`config.mk`:
```
export PLATFORM = sky130hd
export DESIGN_NAME = dispatch_hazard_gate
export DESIGN_NICKNAME = d
export VERILOG_FILES = /design/src/rtl/hzd_pkg.sv /design/src/rtl/hzd_match.sv /design/src/rtl/hzd_hold.sv /design/src/rtl/dispatch_hazard_gate.sv
export SDC_FILE = /design/constraint.sdc
export NUM_CORES = 1
export LEC_CHECK = 0
export BUFFER_PORTS_ARGS = -buffer_cell sky130_fd_sc_hd__buf_2
export CORE_ASPECT_RATIO = 0.9
export CORE_MARGIN = 3
export CORE_UTILIZATION = 49
export DETAILED_ROUTE_END_ITERATION = 12
export PLACE_DENSITY = 0.85
export SLEW_MARGIN = 20
export SYNTH_ARGS = -nofsm -noshare
export SYNTH_HDL_FRONTEND = slang
export SYNTH_SLANG_ARGS = --single-unit
```
`constraint.sdc`:
```
create_clock -name clk -period 14.9 [get_ports clk]
set_clock_uncertainty 0.15 [all_clocks]
set_input_delay 1.49 -clock clk [delete_from_list [all_inputs] [get_ports clk]]
set_output_delay 1.49 -clock clk [all_outputs]
set_load 0.005 [all_outputs]
```
`src/rtl/hzd_pkg.sv`:
```
package hzd_pkg;

  typedef enum logic [1:0] {
    HZ_GO   = 2'd0,
    HZ_RAW  = 2'd1,
    HZ_WAW  = 2'd2,
    HZ_FULL = 2'd3
  } hz_cause_e;

  // Priority: operand conflicts first, then tracker space.
  function automatic hz_cause_e hz_pick(input logic raw, input logic waw,
                                        input logic need_slot, input logic no_slot);
    if (raw)                    return HZ_RAW;
    else if (waw)               return HZ_WAW;
    else if (need_slot && no_slot) return HZ_FULL;
    else                        return HZ_GO;
  endfunction

endpackage

```
`src/rtl/hzd_match.sv`:
```
module hzd_match #(
  parameter int DEPTH  = 4,
  parameter int IDX_W  = 5
) (
  input  logic                   clk,
  input  logic                   rst_n,
  input  logic                   q_en,
  input  logic                   q_fp,
  input  logic [IDX_W-1:0]       q_idx,
  input  logic [DEPTH-1:0]       e_vld,
  input  logic [DEPTH-1:0]       e_wen,
  input  logic [DEPTH-1:0]       e_fp,
  input  logic [DEPTH*IDX_W-1:0] e_idx,
  output logic                   hit
);

  logic [DEPTH-1:0] slot_hit;

  for (genvar e = 0; e < DEPTH; e++) begin : g_slot
    assign slot_hit[e] = e_vld[e] & e_wen[e] & q_en &
                         (e_fp[e] == q_fp) &
                         (e_idx[e*IDX_W +: IDX_W] == q_idx);
  end

  assign hit = |slot_hit;

  assert_hit_needs_enable_R5: assert property (@(posedge clk) disable iff (!rst_n)
    hit |-> q_en);

  assert_hit_needs_writer_R3: assert property (@(posedge clk) disable iff (!rst_n)
    hit |-> |(e_vld & e_wen));

endmodule

```
`src/rtl/hzd_hold.sv`:
```
module hzd_hold #(
  parameter int W = 8
) (
  input  logic         clk,
  input  logic         rst_n,
  input  logic         in_valid,
  output logic         in_ready,
  input  logic [W-1:0] in_data,
  input  logic         take,
  output logic         held_valid,
  output logic [W-1:0] held_data
);

  assign in_ready = ~held_valid | take;

  always_ff @(posedge clk or negedge rst_n) begin
    if (!rst_n) begin
      held_valid <= 1'b0;
    end else if (in_valid && in_ready) begin
      held_valid <= 1'b1;
    end else if (take) begin
      held_valid <= 1'b0;
    end
  end

  always_ff @(posedge clk) begin
    if (in_valid && in_ready) held_data <= in_data;
  end

  assert_hold_stable_R9: assert property (@(posedge clk) disable iff (!rst_n)
    (held_valid && !take) |=> (held_valid && $stable(held_data)));

  assert_ready_low_on_stall_R9: assert property (@(posedge clk) disable iff (!rst_n)
    (held_valid && !take) |-> !in_ready);

  assert_take_needs_hold_R9: assert property (@(posedge clk) disable iff (!rst_n)
    take |-> held_valid);

endmodule

```
`src/rtl/dispatch_hazard_gate.sv`:
```
module dispatch_hazard_gate
  import hzd_pkg::*;
#(
  parameter int NSRC   = 3,
  parameter int DEPTH  = 4,
  parameter int RIDX_W = 5,
  parameter int PAY_W  = 32
) (
  input  logic                    clk,
  input  logic                    rst_n,
  input  logic                    in_valid,
  output logic                    in_ready,
  input  logic [NSRC-1:0]         in_src_en,
  input  logic [NSRC-1:0]         in_src_fp,
  input  logic [NSRC*RIDX_W-1:0]  in_src_idx,
  input  logic                    in_rd_wen,
  input  logic                    in_rd_fp,
  input  logic [RIDX_W-1:0]       in_rd_idx,
  input  logic                    in_long,
  input  logic [PAY_W-1:0]        in_payload,
  output logic                    out_valid,
  input  logic                    out_ready,
  output logic [NSRC-1:0]         out_src_en,
  output logic [NSRC-1:0]         out_src_fp,
  output logic [NSRC*RIDX_W-1:0]  out_src_idx,
  output logic                    out_rd_wen,
  output logic                    out_rd_fp,
  output logic [RIDX_W-1:0]       out_rd_idx,
  output logic                    out_long,
  output logic [PAY_W-1:0]        out_payload,
  input  logic [DEPTH-1:0]        trk_vld,
  input  logic [DEPTH-1:0]        trk_wen,
  input  logic [DEPTH-1:0]        trk_fp,
  input  logic [DEPTH*RIDX_W-1:0] trk_idx,
  input  logic                    trk_full,
  input  logic                    trk_empty,
  output logic                    alloc
);

  localparam int SRC_IDX_W = NSRC * RIDX_W;
  localparam int INSTR_W   = PAY_W + 1 + RIDX_W + 2 + SRC_IDX_W + 2 * NSRC;

  logic [INSTR_W-1:0] in_pack;
  logic [INSTR_W-1:0] held_pack;
  logic               held_v;
  logic               fire;
  logic [NSRC-1:0]    src_hit;
  logic               dst_hit;
  logic               raw_seen;
  logic               waw_seen;
  hz_cause_e          cause;

  assign in_pack = {in_payload, in_long, in_rd_idx, in_rd_fp, in_rd_wen,
                    in_src_idx, in_src_fp, in_src_en};

  hzd_hold #(.W(INSTR_W)) u_hold (
    .clk        (clk),
    .rst_n      (rst_n),
    .in_valid   (in_valid),
    .in_ready   (in_ready),
    .in_data    (in_pack),
    .take       (fire),
    .held_valid (held_v),
    .held_data  (held_pack)
  );

  assign {out_payload, out_long, out_rd_idx, out_rd_fp, out_rd_wen,
          out_src_idx, out_src_fp, out_src_en} = held_pack;

  for (genvar k = 0; k < NSRC; k++) begin : g_src
    hzd_match #(.DEPTH(DEPTH), .IDX_W(RIDX_W)) u_src_cmp (
      .clk   (clk),
      .rst_n (rst_n),
      .q_en  (out_src_en[k]),
      .q_fp  (out_src_fp[k]),
      .q_idx (out_src_idx[k*RIDX_W +: RIDX_W]),
      .e_vld (trk_vld),
      .e_wen (trk_wen),
      .e_fp  (trk_fp),
      .e_idx (trk_idx),
      .hit   (src_hit[k])
    );
  end

  hzd_match #(.DEPTH(DEPTH), .IDX_W(RIDX_W)) u_dst_cmp (
    .clk   (clk),
    .rst_n (rst_n),
    .q_en  (out_rd_wen),
    .q_fp  (out_rd_fp),
    .q_idx (out_rd_idx),
    .e_vld (trk_vld),
    .e_wen (trk_wen),
    .e_fp  (trk_fp),
    .e_idx (trk_idx),
    .hit   (dst_hit)
  );

  // An empty tracker cannot hold a conflicting writer.
  assign raw_seen = (|src_hit) & ~trk_empty;
  assign waw_seen = dst_hit & ~trk_empty;

  always_comb begin
    cause = hz_pick(raw_seen, waw_seen, out_long, trk_full);
  end

  assign out_valid = held_v & (cause == HZ_GO);
  assign fire      = out_valid & out_ready;
  assign alloc     = fire & out_long;

  assert_raw_blocks_R1: assert property (@(posedge clk) disable iff (!rst_n)
    (held_v && (|src_hit) && !trk_empty) |-> !out_valid);

  assert_waw_blocks_R2: assert property (@(posedge clk) disable iff (!rst_n)
    (held_v && dst_hit && !trk_empty) |-> !out_valid);

  assert_full_blocks_long_R7: assert property (@(posedge clk) disable iff (!rst_n)
    (out_valid && out_long) |-> !trk_full);

  assert_alloc_on_transfer_R8: assert property (@(posedge clk) disable iff (!rst_n)
    alloc |-> (out_valid && out_ready && out_long));

  assert_short_never_allocs_R6: assert property (@(posedge clk) disable iff (!rst_n)
    !out_long |-> !alloc);

  assert_long_transfer_allocs_R8: assert property (@(posedge clk) disable iff (!rst_n)
    (out_valid && out_ready && out_long) |-> alloc);

endmodule

```
-- After elaboration in Yosys (flattened, before gate mapping)
Index checks and enable logic that the tools add are counted.
- bits in registers: 62
- bits of input ports: 99
- output and inout bits: 64
- logic and storage cells: 105
- eq/ne operators: 32
- multiplexer cells: 5
- bitwise gates (word level): 60
- reductions and logical operators: 6
- operator list (operator ; number):
    5-bit == test ; 16
    1-bit bitwise AND ; 57
    1-bit == test ; 16
    12-bit OR reduction ; 1
    2-bit two-way mux ; 3
    4-bit OR reduction ; 1
    1-bit logical AND ; 2
    2-bit zero test ; 1
    1-bit two-way mux ; 2
    1-bit NOT ; 2
    2-bit nonzero test ; 1
    1-bit bitwise OR ; 1

-- Depth between registers and ports, before layout
Gate-level depths: netlist of the first run.
- word-level depth: 14
- mapped depth: 7
- depth with buffers taken out: 6

-- Hierarchy
Synthesis of the first run repeated with hierarchy kept, for this count alone.
- cell total of the unflattened synthesis: 225
- area total of the unflattened synthesis: 3118.0 sq um
- by module, submodules not included (module ; times used ; cells an instance ; area an instance (sq um)):
    hzd_hold ; 1 ; 65 ; 1885.6
    hzd_match ; 4 ; 38 ; 290.3
    dispatch_hazard_gate ; 1 ; 8 ; 71.3

-- Worst setup path before layout of the first run
OpenSTA, ideal clock, no wires.
- path type: input to register
- start: input port trk_idx[15]
- end: register u_hold.held_data[0], enable pin
- library setup time: 500 ps
- data arrival time: 5310 ps
- required time: 14250 ps
- slack: 8940 ps
- cell stages on the path: 7
- buffers on the path: 1
- cells stage by stage: buf_2 > xnor2_1 > nand4_1 > nor4_1 > nor4_1 > nand4_1 > a21oi_1
- cells in the longest elaborated chain, start to end: 11
- ends and longest elaborated chain (item ; line ; RTL):
    from (decl) ; dispatch_hazard_gate.sv:34 ; input logic [DEPTH*RIDX_W-1:0] trk_idx,
    5-bit == test ; hzd_match.sv:22 ; (e_idx[e*IDX_W +: IDX_W] == q_idx);
    1-bit bitwise AND ; hzd_match.sv:21 ; (e_fp[e] == q_fp) &
    4-bit OR reduction ; hzd_match.sv:25 ; assign hit = |slot_hit;
    1-bit bitwise AND ; dispatch_hazard_gate.sv:100 ; assign waw_seen = dst_hit & ~trk_empty;
    2-bit two-way mux ; hzd_pkg.sv:14 ; else if (waw) return HZ_WAW;
    2-bit two-way mux * ; hzd_pkg.sv:13 ; if (raw) return HZ_RAW;
    2-bit zero test * ; dispatch_hazard_gate.sv:106 ; assign out_valid = held_v & (cause == HZ_GO);
    1-bit bitwise AND * ; dispatch_hazard_gate.sv:106 ;
    1-bit bitwise AND * ; dispatch_hazard_gate.sv:107 ; assign fire = out_valid & out_ready;
    1-bit bitwise OR * ; hzd_hold.sv:14 ; assign in_ready = ~held_valid | take;
    1-bit logical AND * ; hzd_hold.sv:27 ; if (in_valid && in_ready) held_data <= in_data;
    to (signal assigned) ; hzd_hold.sv:27 ;
    to (decl) ; hzd_hold.sv:11 ; output logic [W-1:0] held_data
Mark *: on every way between the ends. The rest lies on a longest branch, timed or not.
A chain may end at the register's enable or synchronous reset.

-- Worst setup path after layout of the first run
- start: input port trk_idx[15]
- end: output port out_valid
- cells in the longest elaborated chain, start to end: 8
- ends and longest elaborated chain (item ; line ; RTL):
    5-bit == test ; hzd_match.sv:22 ;
    1-bit bitwise AND ; hzd_match.sv:21 ;
    4-bit OR reduction ; hzd_match.sv:25 ;
    1-bit bitwise AND ; dispatch_hazard_gate.sv:100 ;
    2-bit two-way mux ; hzd_pkg.sv:14 ;
    2-bit two-way mux * ; hzd_pkg.sv:13 ;
    2-bit zero test * ; dispatch_hazard_gate.sv:106 ;
    1-bit bitwise AND * ; dispatch_hazard_gate.sv:106 ;
    to (decl) ; dispatch_hazard_gate.sv:21 ; output logic out_valid,
Marked as above.

==> qor.yml, run 1 <==
synth_top_family_by_area: "XOR/XNOR gates"
grt_usage: 0.2387
synth_top_area_share: 0.5692
yosysTopAreaCell: "edfxtp_1"
synth_edf_count: 61
place_inst: 473
maxCapViolCount: 0
nFillCells: 491
slew_headroom: 0.5848
swShare: 0.2714
synth_area_mm2: 0.003218
cp.required_ns: 13.26
grt_use_met2: 0.4081
antenna_found_initial: 0
hold_depth: 2
die_area_mm2: 0.007577
ys_seq_elements: 62
syn2layout_area_growth_pct: 30.13
synth_xor_area_frac: 0.2613
rrSetupSlack_ns: 11.74
fin_area_mm2: 0.004188
path_buf_inv: 2
clockRootBuffer: "clkbuf_8"
setup_slack_ns: 10.17
vias: 2496
endpoint_kind: "primary output"
total_leakage_power_uw: 0.001658
crit_fanout: 5
routed_via_density: 5.104
die_h_um: 82.88
outcome: "completed"
hp-start: "u_hold.held_valid$_DFFE_PN0P_"
firstDrtPassIters: 4
startpoint: "trk_idx[15]"
rr_startpoint: "u_hold.held_data[11]$_DFFE_PP_"
synth_compound_area_frac: 0.01128
rsz0062_at_grt: "false"
numCtsBuffers: 9
place_ws_ns: 10.17
finalNetCount: 496
r2r-end: "u_hold.held_data[34]$_DFFE_PP_"
combinationalPowerShare: 0.158
synth_seq_area_share: 0.5770
min_path_type: "register to register"
first_iter_violations: 164
wl_per_cell_um: 18.18
antenna_left: 0
grt_pass1_vias: 2689
coreArea_mm2: 0.006250
synth-simple-area-share: 0.1058
min_to: "u_hold.held_valid$_DFFE_PN0P_"
clock_sinks: 62
timing.fmax_ghz: 0.2115
fin_crit_sh: 0.3173
power.density_mw_per_mm2: 97.69
hold_buffers: 0
avgSynthCellArea_um2: 12.98
finalHoldViolations: 0
dp_hpwl_mm: 7.234
placed_area_mm2: 0.004016
clockPowerShare: 0.315
clk_latency_ns: 0.34
cpLargestDelayFamily: "simple AND/OR/NAND/NOR gates"
gp_congestion: 1.004
arrival_ns: 3.09
p_int_uw: 298.1
synth_area_leaders: "edfxtp_1 57%, xnor2_1 17%, xor2_1 8.7%"
post_cts_resized: 0
synth_cell_types: 18
slowest_delay_ns: 0.34
synth_async_sr_flop_share: 0.01613
slew_violations: 0
synth.mux.area_fraction: 0
synthTopCellsByCount: "64 x xnor2_1, 61 x edfxtp_1, 32 x xor2_1"
start_kind: "input pin"
drc: 0
drive_gt1_frac: 0.4478
synthAdderAreaFrac: 0
grt_first_pass_wirelength_mm: 13.86
grt_busiest_layer: "met2"
synth_nets: 347
tightest_slew_ns: 0.6228
overflow: 0
finalSetupViolCount: 0
ys.flop_type: "edfxtp_1"
cts.path.max_buffers: 2
rows: 27
power_frac_seq: 0.527
final_cell_count_no_fill: 489
ys_warn_count: 0
yosysMostFrequentCell: "xnor2_1"
finalSetupTns_ns: 0
ir_worst_vdd_v: 0.00007759
power_uw: 409.1
initial_core_util: 0.5149
crit_chain: "buf_2 -> xnor2_1 -> nand4_1 -> nor4_1 -> nor4_1 -> nand4_1 -> a21oi_1 -> buf_2"
crit_type: "input pin to primary output"
io_pins: 163
cp_slowest_cell: "nor4_1"
die_w_um: 91.43
cts_setup_buffers: 0
port_buffers: 162
htree_levels: 3
cts_tree: "built"
min_period_ns: 4.728
worstRegToRegCells: 7
n_antenna_cell: 0
globalRouteMet1Util: 0.2809
clk_pin_slew_ns: 0.07
grt_start_max_net_pins: 52
syn_inst: 248
p_switching_uw: 111.0
routed_wl_mm: 8.888
met3_usage: 0.08696
[area by class of cell]
type,instances,area (um2),area share
Clock inverter,7,47.55,0.01135
Sequential cell,62,1857,0.4434
Tap cell,87,108.9,0.02599
Clock buffer,9,123.9,0.02958
Multi-Input combinational cell,160,1229,0.2934
Timing Repair Buffer,163,818.3,0.1954
Inverter,1,3.754,0.0008963
[tightest hold or removal path: cells and delay by family, from the launching register on]
family	cells	cell delay, ns
flops	1	0.41
compound gates	2	0.45
[power by group through the flow]
| stage | registers, uW | logic [uW] | clock network (uW) |
|---|---|---|---|
| 2_1_floorplan | 217 | 35.5 | 0 |
| 3_3_place_gp | 219 | 63.8 | 0 |
| 3_5_place_dp | 220 | 65.0 | 0 |
| 4_1_cts | 216 | 65.2 | 133 |
| 5_1_grt | 217 | 70.7 | 141 |
| 6_report | 216 | 64.5 | 129 |
[state kept, by name (all words and copies together) (netlist names)]
register and cells:
u_hold.held_data 61, u_hold.held_valid 1
[through the flow]
| step | hold WS, ns | utilization |
|---|---|---|
| global placement | 0.6836 | 0.6426 |
| finish | 0.7505 | 0.6701 |
| floorplan | 0.5526 | - |
| detailed placement | 0.7062 | 0.6426 |
| CTS | 0.7312 | 0.6701 |
| global route | 0.7549 | 0.6701 |
[metal layers]
metal,share of wire,up-vias
li1,-,1183
met1,0.39,1180
met2,0.50,122
met3,0.098,11
met4,0.014,0
met5,0,-
[kinds of logic after synthesis]
logic type / after synthesis
buf+inv: 26
simple gates: 58
xor+xnor: 96
compound gates: 6
flops: 62
[how the worst max path moves through the flow]
| stage | endpoint | slack [ns] | depth (start not counted) |
|---|---|---|---|
| finish | out_valid | 10.17 | 8 |
| global route | out_valid | 10.01 | 8 |
| CTS | out_valid | 10.16 | 8 |
| detailed placement | out_valid | 10.17 | 8 |
| global placement | alloc | 10.23 | 8 |
| floorplan | u_hold.held_data[0]$_DFFE_PP_ | 8.94 | 7 |
[layout by cell type (no fill, tap or decap)]
| master | instances |
|---|---|
| buf_2 | 162 |
| buf_4 | 1 |
| nand2b_1 | 1 |
| nand4_1 | 17 |
| nand3_1 | 16 |
| inv_6 | 2 |
| nor2b_1 | 1 |
| xnor2_1 | 64 |
| nand2_1 | 2 |
| clkinvlp_4 | 2 |
| dfrtp_1 | 1 |
| a21oi_1 | 3 |
| a21oi_4 | 1 |
| a211o_1 | 1 |
| a21boi_0 | 1 |
| xor2_1 | 32 |
| edfxtp_1 | 61 |
| clkinv_2 | 3 |
| clkbuf_8 | 9 |
| inv_1 | 1 |
| nand4b_1 | 1 |
| nor4_1 | 20 |
No activity file was read; power rests on OpenSTA's default activity.
==> inputs of run 2 (changes only) <==
--- a/config.mk
+++ b/config.mk
@@ -8,9 +8,9 @@
 export BUFFER_PORTS_ARGS = -buffer_cell sky130_fd_sc_hd__buf_2
 export CORE_ASPECT_RATIO = 0.9
 export CORE_MARGIN = 3
-export CORE_UTILIZATION = 49
+export CORE_UTILIZATION = 41
 export DETAILED_ROUTE_END_ITERATION = 12
-export PLACE_DENSITY = 0.85
+export PLACE_DENSITY = 0.76
 export SLEW_MARGIN = 20
 export SYNTH_ARGS = -nofsm -noshare
 export SYNTH_HDL_FRONTEND = slang
==> constraint.sdc (replaced) <==
create_clock -name clk -period 4.1 [get_ports clk]
set_clock_uncertainty 0.15 [all_clocks]
set_input_delay 0.41 -clock clk [delete_from_list [all_inputs] [get_ports clk]]
set_output_delay 0.41 -clock clk [all_outputs]
set_load 0.005 [all_outputs]
==> qor.yml, run 2 (synthesized netlist as in run 1, its figures left out) <==
outcome: "completed"  # unchanged
hp-start: "in_payload[21]"  # was u_hold.held_valid$_DFFE_PN0P_
rr_startpoint: "u_hold.held_data[23]$_DFFE_PP_"  # was u_hold.held_data[11]$_DFFE_PP_
maxCapViolCount: 0  # unchanged
top_regs: "u_hold.held_data x61, u_hold.held_valid x1"  # unchanged
crit_chain: "xnor2_1 -> nand4_1 -> nor4_1 -> nor4_1 -> nand4_1 -> a21oi_4 -> buf_4"  # was buf_2 -> xnor2_1 -> nand4_1 -> nor4_1 -> nor4_1 -> nand4_1 -> a21oi_1 -> buf_2
numCtsBuffers: 9  # unchanged
grt_pass1_vias: 2653  # was 2689
syn2layout_area_growth_pct: 31.38  # was 30.13%
grt_start_max_net_pins: 56  # was 52
cts.path.max_buffers: 2  # unchanged
timing.fmax_ghz: 0.3250
slowest_delay_ns: 0.59  # was 0.34 ns
fin_area_mm2: 0.004228  # was 0.004188 mm2
wl_per_cell_um: 18.06  # was 18.18 um
die_area_mm2: 0.008949  # was 0.007577 mm2
finalSetupViolCount: 0  # unchanged
htree_levels: 3  # unchanged
top_register: "u_hold.held_data"  # unchanged
n_antenna_cell: 0  # unchanged
cts_tree: "built"  # unchanged
rows: 30  # was 27
firstDrtPassIters: 4  # unchanged
layout_commonest_cell: "buf_2"  # unchanged
start_kind: "register"  # was input pin
cts_setup_buffers: 0  # unchanged
path_buf_inv: 1  # was 2
antenna_found_initial: 0  # unchanged
min_to: "u_hold.held_data[50]$_DFFE_PP_"  # was u_hold.held_valid$_DFFE_PN0P_
die_w_um: 99.39  # was 91.43 um
worstRegToRegCells: 7  # unchanged
min_path_type: "input pin to register"  # was register to register
finalHoldViolations: 0  # unchanged
port_buffers: 162  # unchanged
mostFrequentLayoutCells: "162 x buf_2, 64 x xnor2_1, 61 x edfxtp_1"  # unchanged
drc: 0  # unchanged
place_inst: 482  # was 473
grt_first_pass_wirelength_mm: 13.78  # was 13.86 mm
ir_worst_vdd_v: 0.0002452  # was 0.00007759 V
placed_area_mm2: 0.004028  # was 0.004016 mm2
vias: 2482  # was 2496
min_period_ns: 3.077
io_pins: 163  # unchanged
largest_reg_flops: 61  # unchanged
dp_hpwl_mm: 7.238  # was 7.234 mm
rrSetupSlack_ns: 1.02  # was 11.74 ns
hold_depth: 1  # was 2
slew_headroom: 0.5464  # was 0.5848
nFillCells: 686  # was 491
routed_via_density: 4.974  # was 5.104
gp_congestion: 0.8798  # was 1.004
cp.required_ns: 3.91  # was 13.26 ns
r2r-end: "u_hold.held_data[2]$_DFFE_PP_"  # was u_hold.held_data[34]$_DFFE_PP_
clk_latency_ns: 0.33  # was 0.34 ns
first_iter_violations: 115  # was 164
crit_type: "register to register"  # was input pin to primary output
clockRootBuffer: "clkbuf_8"  # unchanged
cp_slowest_cell: "buf_4"  # was nor4_1
routed_wl_mm: 9.013  # was 8.888 mm
fin_crit_sh: 0.7505
initial_core_util: 0.4244  # was 0.5149
die_h_um: 90.05  # was 82.88 um
grt_usage: 0.2035  # was 0.2387
arrival_ns: 2.88  # was 3.09 ns
crit_fanout: 55  # was 5
clk_pin_slew_ns: 0.07  # about the same
antenna_left: 0  # unchanged
power_uw: 1534  # was 409.1 uW
rsz0062_at_grt: "false"  # unchanged
finish.utilization: 0.5576  # was 0.6701
overflow: 0  # unchanged
slew_violations: 0  # unchanged
coreArea_mm2: 0.007582  # was 0.006250 mm2
drive_gt1_frac: 0.4442  # was 0.4478
tightest_slew_ns: 0.6804  # was 0.6228 ns
total_leakage_power_uw: 0.001676  # was 0.001658 uW
final_cell_count_no_fill: 499  # was 489
clock_sinks: 62  # unchanged
power.density_mw_per_mm2: 362.8  # was 97.69 mW/mm2
finalSetupTns_ns: 0  # unchanged
cpLargestDelayFamily: "simple AND/OR/NAND/NOR gates"  # unchanged
endpoint_kind: "register"  # was primary output
finalNetCount: 497  # was 496
-- run 2: changes by cell type in the layout (fill, tap and decap cells not counted) --
cell           previous run  this run
clkinvlp_4                2         0
dlygate4sd3_1             0         1
clkbuf_1                  0         1
inv_6                     2         0
bufinv_16                 0         1
clkinv_4                  0         2
-- run 2: cell type report --
type	instances	area, um2	area share
Clock inverter	6	62.56	0.01480
Tap cell	96	120.1	0.02841
Multi-Input combinational cell	160	1229	0.2906
Timing Repair Buffer	164	828.3	0.1959
Clock buffer	10	127.6	0.03019
Inverter	1	3.754	0.0008878
Sequential cell	62	1857	0.4392
-- run 2: worst max-delay path by stage --
stage                                    from                              to  depth (start not counted)
2_1_floorplan  u_hold.held_data[23]$_DFFE_PP_   u_hold.held_data[0]$_DFFE_PP_                          7
3_5_place_dp   u_hold.held_data[23]$_DFFE_PP_   u_hold.held_data[1]$_DFFE_PP_                          7
5_1_grt        u_hold.held_data[23]$_DFFE_PP_   u_hold.held_data[2]$_DFFE_PP_                          7
4_1_cts        u_hold.held_data[23]$_DFFE_PP_  u_hold.held_data[14]$_DFFE_PP_                          7
3_3_place_gp   u_hold.held_data[23]$_DFFE_PP_   u_hold.held_data[0]$_DFFE_PP_                          7
6_report       u_hold.held_data[23]$_DFFE_PP_   u_hold.held_data[2]$_DFFE_PP_                          7
-- run 2: metal layers --
metal	share of wire	global-route usage
met4	0.020	0.07736
met2	0.49	0.3294
met5	0	0
met1	0.39	0.2434
met3	0.099	0.07991
-- run 2: worst reg2reg max path, stage by stage (launching register included) --
cell and delay, ns:
edfxtp_1 0.54, xnor2_1 0.20, nand4_1 0.13, nor4_1 0.07
nor4_1 0.33, nand4_1 0.32, a21oi_4 0.34, buf_4 0.59
-- run 2: report_power, final --
group,internal (uW),leakage [uW],switching [uW]
clock network,280,0.000100,234
registers,744,0.000585,40.6
logic,120,0.000991,115
total,1140,0.00168,390
-- run 2: timing repair --
action	CTS	global route
endpoints found under the hold margin	1	0
endpoints found under the setup margin	0	0
hold buffers	1	0
gates resized for setup	0	0
-- run 2: through the flow --
| stage | hold WS [ns] | setup slack (ns) |
|---|---|---|
| floorplan | -0.03559 | 0.3979 |
| global placement | 0.03583 | 0.9871 |
| detailed placement | 0.03782 | 0.9750 |
| CTS | 0.07598 | 0.9839 |
| global route | 0.07235 | 0.7938 |
| finish | 0.09851 | 1.023 |
